[config.mk]
export PLATFORM = sky130hd
export DESIGN_NAME = refill_line_buffer
export DESIGN_NICKNAME = d
export VERILOG_FILES = /design/src/rtl/rlb_pkg.sv /design/src/rtl/rlb_ctrl.sv /design/src/rtl/rlb_store.sv /design/src/rtl/rlb_lookup.sv /design/src/rtl/refill_line_buffer.sv
export SDC_FILE = /design/constraint.sdc
export NUM_CORES = 1
export LEC_CHECK = 0
export BUFFER_PORTS_ARGS = -buffer_cell sky130_fd_sc_hd__buf_2
export CAP_MARGIN = 10
export CORE_UTILIZATION = 40
export CTS_CLUSTER_SIZE = 8
export DETAILED_ROUTE_END_ITERATION = 8
export PLACE_DENSITY_LB_ADDON = 0.1
export SKIP_CTS_REPAIR_TIMING = 1
export SLEW_MARGIN = 25
export SYNTH_ARGS = -nofsm -noshare
export SYNTH_HDL_FRONTEND = slang
export SYNTH_SLANG_ARGS = --single-unit
[constraint.sdc]
create_clock -name clk -period 2.15 [get_ports clk]
set_clock_uncertainty 0.05 [all_clocks]
set_input_delay 0.1075 -clock clk [delete_from_list [all_inputs] [get_ports clk]]
set_output_delay 0.1075 -clock clk [all_outputs]
set_load 0.01 [all_outputs]
[src/rtl/rlb_pkg.sv]
package rlb_pkg;
    typedef enum logic [1:0] {
        ST_EMPTY = 2'd0,
        ST_HOLD  = 2'd1,
        ST_XFER  = 2'd2,
        ST_FILL  = 2'd3
    } rlb_state_e;
endpackage

[src/rtl/rlb_ctrl.sv]
module rlb_ctrl
    import rlb_pkg::*;
#(
    parameter int WORDS = 4,
    localparam int CNT_W = $clog2(WORDS)
) (
    input  logic             clk,
    input  logic             rst_n,
    input  logic             cache_en,
    input  logic             fill_start,
    input  logic             fill_valid,
    input  logic             line_dirty,
    output logic [CNT_W-1:0] beat_cnt,
    output logic             start_ok,
    output logic             beat_we,
    output logic             commit,
    output logic             xfer_en,
    output logic             fwd_valid,
    output logic             busy,
    output logic             hold
);
    rlb_state_e state_q, state_d;
    logic       last_beat;

    assign last_beat = (beat_cnt == CNT_W'(WORDS - 1));
    assign start_ok  = fill_start && (state_q == ST_EMPTY || state_q == ST_HOLD);

    // state register
    always_ff @(posedge clk) begin
        if (!rst_n) state_q <= ST_EMPTY;
        else        state_q <= state_d;
    end

    // next-state logic
    always_comb begin
        state_d = state_q;
        unique case (state_q)
            ST_EMPTY: if (start_ok) state_d = ST_FILL;
            ST_HOLD:  if (start_ok) state_d = (cache_en || line_dirty) ? ST_XFER : ST_FILL;
            ST_XFER:  state_d = ST_FILL;
            ST_FILL:  if (fill_valid && last_beat) state_d = ST_HOLD;
        endcase
    end

    // beat counter
    always_ff @(posedge clk) begin
        if (!rst_n)                              beat_cnt <= '0;
        else if (start_ok)                       beat_cnt <= '0;
        else if (state_q == ST_FILL && fill_valid)
            beat_cnt <= last_beat ? '0 : beat_cnt + CNT_W'(1);
    end

    // outputs
    always_comb begin
        beat_we   = 1'b0;
        xfer_en   = 1'b0;
        busy      = 1'b0;
        hold      = 1'b0;
        unique case (state_q)
            ST_EMPTY: ;
            ST_HOLD:  hold = 1'b1;
            ST_XFER:  begin xfer_en = 1'b1; busy = 1'b1; end
            ST_FILL:  begin beat_we = fill_valid; busy = 1'b1; end
        endcase
        commit    = beat_we && last_beat;
        fwd_valid = beat_we && (beat_cnt == '0);
    end
endmodule

[src/rtl/rlb_store.sv]
module rlb_store #(
    parameter int TAG_W  = 28,
    parameter int WORD_W = 32,
    parameter int WORDS  = 4,
    localparam int IDX_W  = $clog2(WORDS),
    localparam int LINE_W = WORD_W * WORDS
) (
    input  logic              clk,
    input  logic              rst_n,
    input  logic              start_ok,
    input  logic [TAG_W-1:0]  pend_tag_in,
    input  logic [IDX_W-1:0]  pend_crit_in,
    input  logic              beat_we,
    input  logic [IDX_W-1:0]  beat_cnt,
    input  logic [WORD_W-1:0] beat_data,
    input  logic              commit,
    input  logic              cpu_we,
    input  logic [IDX_W-1:0]  cpu_idx,
    input  logic [WORD_W-1:0] cpu_data,
    output logic [LINE_W-1:0] line_o,
    output logic [TAG_W-1:0]  tag_o,
    output logic              valid_o,
    output logic              dirty_o
);
    logic [TAG_W-1:0] p_tag;
    logic [IDX_W-1:0] p_crit;
    logic [IDX_W-1:0] beat_idx;

    assign beat_idx = p_crit + beat_cnt;

    always_ff @(posedge clk) begin
        if (!rst_n) begin
            p_tag  <= '0;
            p_crit <= '0;
        end else if (start_ok) begin
            p_tag  <= pend_tag_in;
            p_crit <= pend_crit_in;
        end
    end

    always_ff @(posedge clk) begin
        if (!rst_n) begin
            valid_o <= 1'b0;
            dirty_o <= 1'b0;
            tag_o   <= '0;
        end else begin
            if (start_ok)    valid_o <= 1'b0;
            else if (commit) valid_o <= 1'b1;
            if (commit)      dirty_o <= 1'b0;
            else if (cpu_we) dirty_o <= 1'b1;
            if (commit)      tag_o   <= p_tag;
        end
    end

    for (genvar g = 0; g < WORDS; g++) begin : g_word
        logic [WORD_W-1:0] word_q;
        always_ff @(posedge clk) begin
            if (!rst_n)                                   word_q <= '0;
            else if (beat_we && beat_idx == IDX_W'(g))    word_q <= beat_data;
            else if (cpu_we && cpu_idx == IDX_W'(g))      word_q <= cpu_data;
        end
        assign line_o[g*WORD_W +: WORD_W] = word_q;
    end
endmodule

[src/rtl/rlb_lookup.sv]
module rlb_lookup #(
    parameter int TAG_W  = 28,
    parameter int WORD_W = 32,
    parameter int WORDS  = 4,
    localparam int IDX_W  = $clog2(WORDS),
    localparam int LINE_W = WORD_W * WORDS
) (
    input  logic              lk_valid,
    input  logic              lk_cacheable,
    input  logic [TAG_W-1:0]  lk_tag,
    input  logic [IDX_W-1:0]  lk_idx,
    input  logic              arr_hit,
    input  logic              cache_en,
    input  logic              hold,
    input  logic              buf_valid,
    input  logic [TAG_W-1:0]  buf_tag,
    input  logic [LINE_W-1:0] line,
    output logic              buf_hit,
    output logic              miss,
    output logic [WORD_W-1:0] rdata
);
    logic cacheable_req;

    always_comb begin
        cacheable_req = lk_valid && lk_cacheable;
        buf_hit       = cacheable_req && hold && buf_valid && (lk_tag == buf_tag);
        miss          = cacheable_req && !buf_hit && !(cache_en && arr_hit);
        rdata         = buf_hit ? line[lk_idx*WORD_W +: WORD_W] : '0;
    end
endmodule

[src/rtl/refill_line_buffer.sv]
module refill_line_buffer #(
    parameter int WADDR_W = 30,
    parameter int WORD_W  = 32,
    parameter int WORDS   = 4,
    localparam int IDX_W  = $clog2(WORDS),
    localparam int TAG_W  = WADDR_W - IDX_W,
    localparam int LINE_W = WORD_W * WORDS
) (
    input  logic               clk,
    input  logic               rst_n,
    input  logic               cache_en,
    input  logic               lk_valid,
    input  logic               lk_write,
    input  logic               lk_cacheable,
    input  logic [WADDR_W-1:0] lk_waddr,
    input  logic [WORD_W-1:0]  lk_wdata,
    input  logic               arr_hit,
    output logic               lk_buf_hit,
    output logic               lk_miss,
    output logic [WORD_W-1:0]  lk_rdata,
    input  logic               fill_start,
    input  logic [WADDR_W-1:0] fill_waddr,
    input  logic               fill_valid,
    input  logic [WORD_W-1:0]  fill_data,
    output logic               fwd_valid,
    output logic [WORD_W-1:0]  fwd_data,
    output logic               busy,
    output logic               line_wr_en,
    output logic [TAG_W-1:0]   line_wr_tag,
    output logic [LINE_W-1:0]  line_wr_data,
    output logic               line_wr_dirty
);
    logic [IDX_W-1:0]  beat_cnt;
    logic              start_ok, beat_we, commit, xfer_en, hold;
    logic [LINE_W-1:0] line;
    logic [TAG_W-1:0]  buf_tag;
    logic              buf_valid, buf_dirty;
    logic              cpu_we;

    rlb_ctrl #(.WORDS(WORDS)) u_ctrl (
        .clk        (clk),
        .rst_n      (rst_n),
        .cache_en   (cache_en),
        .fill_start (fill_start),
        .fill_valid (fill_valid),
        .line_dirty (buf_dirty),
        .beat_cnt   (beat_cnt),
        .start_ok   (start_ok),
        .beat_we    (beat_we),
        .commit     (commit),
        .xfer_en    (xfer_en),
        .fwd_valid  (fwd_valid),
        .busy       (busy),
        .hold       (hold)
    );

    assign cpu_we = lk_valid && lk_write && lk_buf_hit;

    rlb_store #(.TAG_W(TAG_W), .WORD_W(WORD_W), .WORDS(WORDS)) u_store (
        .clk          (clk),
        .rst_n        (rst_n),
        .start_ok     (start_ok),
        .pend_tag_in  (fill_waddr[WADDR_W-1:IDX_W]),
        .pend_crit_in (fill_waddr[IDX_W-1:0]),
        .beat_we      (beat_we),
        .beat_cnt     (beat_cnt),
        .beat_data    (fill_data),
        .commit       (commit),
        .cpu_we       (cpu_we),
        .cpu_idx      (lk_waddr[IDX_W-1:0]),
        .cpu_data     (lk_wdata),
        .line_o       (line),
        .tag_o        (buf_tag),
        .valid_o      (buf_valid),
        .dirty_o      (buf_dirty)
    );

    rlb_lookup #(.TAG_W(TAG_W), .WORD_W(WORD_W), .WORDS(WORDS)) u_lookup (
        .lk_valid     (lk_valid),
        .lk_cacheable (lk_cacheable),
        .lk_tag       (lk_waddr[WADDR_W-1:IDX_W]),
        .lk_idx       (lk_waddr[IDX_W-1:0]),
        .arr_hit      (arr_hit),
        .cache_en     (cache_en),
        .hold         (hold),
        .buf_valid    (buf_valid),
        .buf_tag      (buf_tag),
        .line         (line),
        .buf_hit      (lk_buf_hit),
        .miss         (lk_miss),
        .rdata        (lk_rdata)
    );

    assign fwd_data      = fill_data;
    assign line_wr_en    = xfer_en;
    assign line_wr_tag   = buf_tag;
    assign line_wr_data  = line;
    assign line_wr_dirty = xfer_en && buf_dirty;
endmodule

==> summary.txt, run 1 <==
worst reg2reg setup slack: -0.28 ns
required time of the critical path: 1.99 ns
number of global-route vias before repair: 12000
layout cells sized above 1: 40.2%
DR iter-0 viols: 1454
first-pass GRT wire length: 70000 um
Final Max Slew Viols: 0
FFs w/ async S/R, synth: 0%
core area: 28700 um2
wire per inst: 22.6 um
Peak VDD IR: 384 uV
die area: 29800 um2
Post-synth EDFFs: 0
Yosys reg bits: 192
placed cell area: 14400 um2
area delta synth->final: 47.3%
post-route ant nets: 0
synthesized area per cell: 8.16 um2
total number of vias: 13700
Worst path most repeated cell: buf_6
Syn Inst Count: 1427
initial core utilization: 40.6%
pwr dens: 476 nW/um2
final HPWL from detailed placement: 29600 um
Worst Slack Setup Final: -0.601 ns
Max Cap Viol: 0
clock latency on the worst-skew pair: 0.45 ns
largest net degree at the start of global routing: 67
DP Worst Slack: -0.274 ns
final worst-path cycle share: 128%
Crit. End Element: output pin
row count: 62
Lkg Pwr: 6.61 nW
Synthesized Nets: 1563
final WL: 50000 um
Root Buffer: clkbuf_16
Nets: 1940
RR Startpoint: u_store.tag_o[6]$_SDFFE_PN0P_
CTS Sinks: 192
status: complete, but fails checks
violated checks: hold timing, setup timing
max_slew headroom: 67.8%
register area share after synthesis: 33.0%
cells along the critical path: xor2_1 -> nor4_2 -> buf_4 -> nand2_2 -> buf_6 -> nor3_4 -> buf_6 -> clkbuf_16 -> and2_4 -> buf_6
kind of critical path: flop to output pin
Final setup viols: 163
clk slew on worst S/H paths: 0.09 ns
Crit-path slowest cell: nor4_2
CTS tree: done
CP Max Fanout: 7
Ys Warns: 0
Final TNS setup: -38.78 ns
most frequent cells in the layout: 344 x buf_2, 178 x dfxtp_1, 154 x nand2_1
RSZ-0062 raised after global routing: yes
Design Area, Final: 17200 um2
CTS Buf Count: 17
DRC viols: 0
hold slack final: -0.0148 ns
Tot Pwr: 8.17 mW
antenna violations before repair: 7
max incr delay on CP: 0.44 ns
worst-margin pin slew: 0.483 ns
grt ovf: 0
Worst Hold Class: primary input to flop
Critical Path Source: u_store.tag_o[25]$_SDFFE_PN0P_
min-delay src: fill_data[10]
Fmax achieved: 0.364 GHz
post-synthesis cell type count: 40
IO Port Bufs: 358
overall global routing resource usage: 29.3%
crit path DAT: 2.59 ns
via/cell ratio: 6.21
most common cell after layout, fill and taps aside: buf_2
Tmin final: 2.75 ns
I/O pin cnt: 359
Chip Height: 173 um
Cell Area, Synth: 11600 um2
critical path startpoint category: flop
Filler cells: 2560
1st-pass router iterations: 7
final count of hold timing violations: 8
worst-case clock buffer depth: 2
H-tree depth: 4
width of the die: 173 um
top_reg_cell synth: dfxtp_1
routability cong.: 0.830
[worst paths after layout]
check | to | cells past startpoint
worst max-delay path | lk_rdata[18] | 10
worst min-delay path | u_store.g_word[1].word_q[10]$_SDFFE_PN0P_ | 3
worst max register to register | u_store.g_word[3].word_q[20]$_SDFFE_PN0P_ | 8
worst min register to register | u_store.tag_o[6]$_SDFFE_PN0P_ | 2
[power breakdown]
part / internal [mW] / total (mW) / switching [mW]
Sequential: 3.62 / 3.68 / 0.0581
Clock: 1.61 / 3.41 / 1.80
Combinational: 0.484 / 1.08 / 0.591
[per-layer routing]
layer  up-vias  wire (um)  track usage, %
li1       6232          -               -
met1      6645      21400            41.0
met5         -         13               0
met4         2       1240            9.45
met3        86       4280            5.63
met2       753      23000            45.1
[cell usage after synthesis (34+ instances only)]
| cell type | instances | area (um2) |
|---|---|---|
| dfxtp_1 | 192 | 3840 |
| clkbuf_1 | 169 | 634 |
| nand2_1 | 157 | 589 |
| nand4_1 | 131 | 820 |
| a31oi_1 | 128 | 801 |
| o21ai_0 | 128 | 641 |
| o31ai_1 | 128 | 961 |
| a21boi_0 | 58 | 435 |
| and2_1 | 37 | 231 |
| nor3_1 | 34 | 170 |
| or4_1 | 34 | 255 |
[registers in the layout, indices dropped and copies added, names as in the netlist]
name,flops
u_store.p_crit,2
u_store.tag_o,28
u_store.valid_o,1
u_ctrl.state_q,2
u_ctrl.beat_cnt,2
u_store.g_word.word_q,128
u_store.p_tag,28
u_store.dirty_o,1
[metrics by stage]
stage	instances	utilization [%]
2_1_floorplan	1427	-
3_3_place_gp	2078	50.3
3_5_place_dp	2078	50.3
4_1_cts	2110	52.5
5_1_grt	2204	59.7
6_report	2208	59.8
[area by class of cell]
cell class	count	area (um2)	share of cell area, %
clock inverter	15	200	1.17
timing repair buffer	585	4560	26.6
inverter	5	18.8	0.109
multi-input combinational	1003	7580	44.2
tap	384	480	2.80
antenna	7	17.5	0.102
clock buffer	17	425	2.48
sequential	192	3860	22.5
[cell families after synthesis]
| kind of cell | share of synthesized area, % |
|---|---|
| and+or+nand+nor | 24.7 |
| AOI/OAI and AO/OA | 25.1 |
| buffers and inverters | 8.81 |
| DFF | 33.0 |
| muxes | 6.19 |
| xor gates and xnor gates | 1.88 |
| adders and majority gates | 0.322 |
[worst max-delay path: cells and delay by family, from the launching register on]
| kind | cells | cell delay, ns |
|---|---|---|
| xor+xnor | 1 | 0.15 |
| simple gates | 4 | 0.88 |
| buf+inv | 5 | 0.77 |
| flops | 1 | 0.34 |
Note: power is estimated with default switching activity, not from simulation.
==> inputs of run 2 (changes only) <==
--- a/config.mk
+++ b/config.mk
@@ -7,7 +7,7 @@
 export LEC_CHECK = 0
 export BUFFER_PORTS_ARGS = -buffer_cell sky130_fd_sc_hd__buf_2
 export CAP_MARGIN = 10
-export CORE_UTILIZATION = 40
+export CORE_UTILIZATION = 47
 export CTS_CLUSTER_SIZE = 8
 export DETAILED_ROUTE_END_ITERATION = 8
 export PLACE_DENSITY_LB_ADDON = 0.1
==> run 2 against run 1 <==
The flow still finishes with violations (hold timing, setup timing). Wire length is 3.0% lower. Design area is 0.50% higher. Cell count is 2.3% lower. Via count is 1.5% higher. Highest routed layer unchanged. Die area is 15% lower. Non-clock buffer count is 12 higher.
==> summary.txt, run 2 (same netlist as run 1, synthesis figures left out) <==
final worst-path cycle share: 129%
die area: 25400 um2
clk slew on worst S/H paths: 0.09 ns
layout cells sized above 1: 41.7%
critical path startpoint category: flop
required time of the critical path: 1.99 ns
antenna violations before repair: 6
grt ovf: 0
DRC viols: 0
first-pass GRT wire length: 66800 um
Root Buffer: clkbuf_16
Chip Height: 159 um
via/cell ratio: 6.45
CTS tree: done
most frequent cells in the layout: 332 x buf_2, 173 x dfxtp_1, 155 x nand2_1
max_slew headroom: 66.8%
post-route ant nets: 0
worst reg2reg setup slack: -0.40 ns
Peak VDD IR: 414 uV
pwr dens: 469 nW/um2
overall global routing resource usage: 32.5%
Lkg Pwr: 6.68 nW
top flop regs: u_store.g_word.word_q: 128 flops, u_store.p_tag: 28 flops, u_store.tag_o: 28 flops
width of the die: 159 um
worst-case clock buffer depth: 2
Crit. End Element: output pin
1st-pass router iterations: 7
routability cong.: 0.857
Tot Pwr: 8.09 mW
violated checks: hold timing, setup timing
CP Max Fanout: 8
DR iter-0 viols: 1567
Max Cap Viol: 0
kind of critical path: flop to output pin
DP Worst Slack: -0.215 ns
Reg2Reg Depth: 9
most common cell after layout, fill and taps aside: buf_2
IO Port Bufs: 358
wire per inst: 22.5 um
status: complete, but fails checks
CTS Buf Count: 17
worst reg2reg path endpoint: u_store.g_word[3].word_q[24]$_SDFFE_PN0P_
CTS Sinks: 192
Tmin final: 2.77 ns
min-delay src: fill_data[15]
number of flip-flops under the largest register name: 128
Final setup viols: 163
core area: 24300 um2
final count of hold timing violations: 26
final WL: 48500 um
total number of vias: 13900
initial core utilization: 47.9%
Worst Hold Class: primary input to flop
hold slack final: -0.0169 ns
number of global-route vias before repair: 11900
I/O pin cnt: 359
area delta synth->final: 48.0%
Reg with most FFs: u_store.g_word.word_q
Nets: 1952
worst-margin pin slew: 0.498 ns
row count: 57
clock latency on the worst-skew pair: 0.45 ns
Worst Hold Endpoint: u_store.g_word[1].word_q[15]$_SDFFE_PN0P_
largest net degree at the start of global routing: 77
Fmax achieved: 0.361 GHz
RR Startpoint: u_store.tag_o[19]$_SDFFE_PN0P_
hold path depth: 3
Final Max Slew Viols: 0
crit path DAT: 2.61 ns
final HPWL from detailed placement: 28100 um
RSZ-0062 raised after global routing: yes
Worst Slack Setup Final: -0.620 ns
H-tree depth: 4
run 2: layout make-up:
| class | instances | area (um2) |
|---|---|---|
| tap | 324 | 405 |
| timing repair buffer | 597 | 4710 |
| inverter | 5 | 18.8 |
| clock inverter | 15 | 189 |
| multi-input combinational | 1003 | 7610 |
| clock buffer | 17 | 425 |
| antenna | 5 | 12.5 |
| sequential | 192 | 3870 |
| fill | 1902 | 7080 |
run 2: worst max-delay path, stage by stage, from the launching register on:
cell       delay [ns]
dfxtp_1          0.33
xnor2_1          0.15
nand4_1          0.23
or4_4            0.52
buf_6            0.15
nor3_4           0.18
buf_6            0.20
clkbuf_16        0.18
and2_4           0.14
buf_6            0.09
run 2: worst max-delay path by stage:
stage / from / slack, ns / endpoint
2_1_floorplan: u_store.tag_o[23]$_SDFFE_PN0P_ / 0.003 / u_store.g_word[3].word_q[22]$_SDFFE_PN0P_
3_3_place_gp: u_ctrl.state_q[0]$_SDFFE_PN0P_ / -0.17 / lk_rdata[6]
3_5_place_dp: u_store.tag_o[14]$_SDFFE_PN0P_ / -0.21 / lk_rdata[15]
4_1_cts: u_ctrl.state_q[0]$_SDFFE_PN0P_ / -0.71 / lk_rdata[15]
5_1_grt: u_store.tag_o[18]$_SDFFE_PN0P_ / -0.72 / lk_rdata[10]
6_report: u_store.tag_o[13]$_SDFFE_PN0P_ / -0.62 / lk_rdata[17]
run 2: stage by stage:
stage	util (%)	area (um2)	cells	hold slack, ns	TNS [ns]
after floorplan	-	11700	1427	0.195	0
after global placement	58.7	14300	2018	0.309	-10.81
after detailed placement	58.7	14300	2018	0.315	-15.80
after CTS	61.2	14900	2050	-0.161	-36.50
after global routing	70.8	17200	2156	-0.000243	-58.76
final	70.9	17200	2158	-0.0169	-43.59
run 2: routing by layer:
metal | part of all wire (%) | vias to the layer above | track usage (%)
li1 | - | 6229 | -
met1 | 40 | 6626 | 44.2
met2 | 47 | 926 | 52.0
met3 | 10 | 134 | 6.46
met4 | 3.1 | 4 | 9.88
met5 | 0.056 | - | 0
run 2: power by group:
group	switching [mW]	internal, mW
logic	0.584	0.473
clock network	1.76	1.59
registers	0.0586	3.62
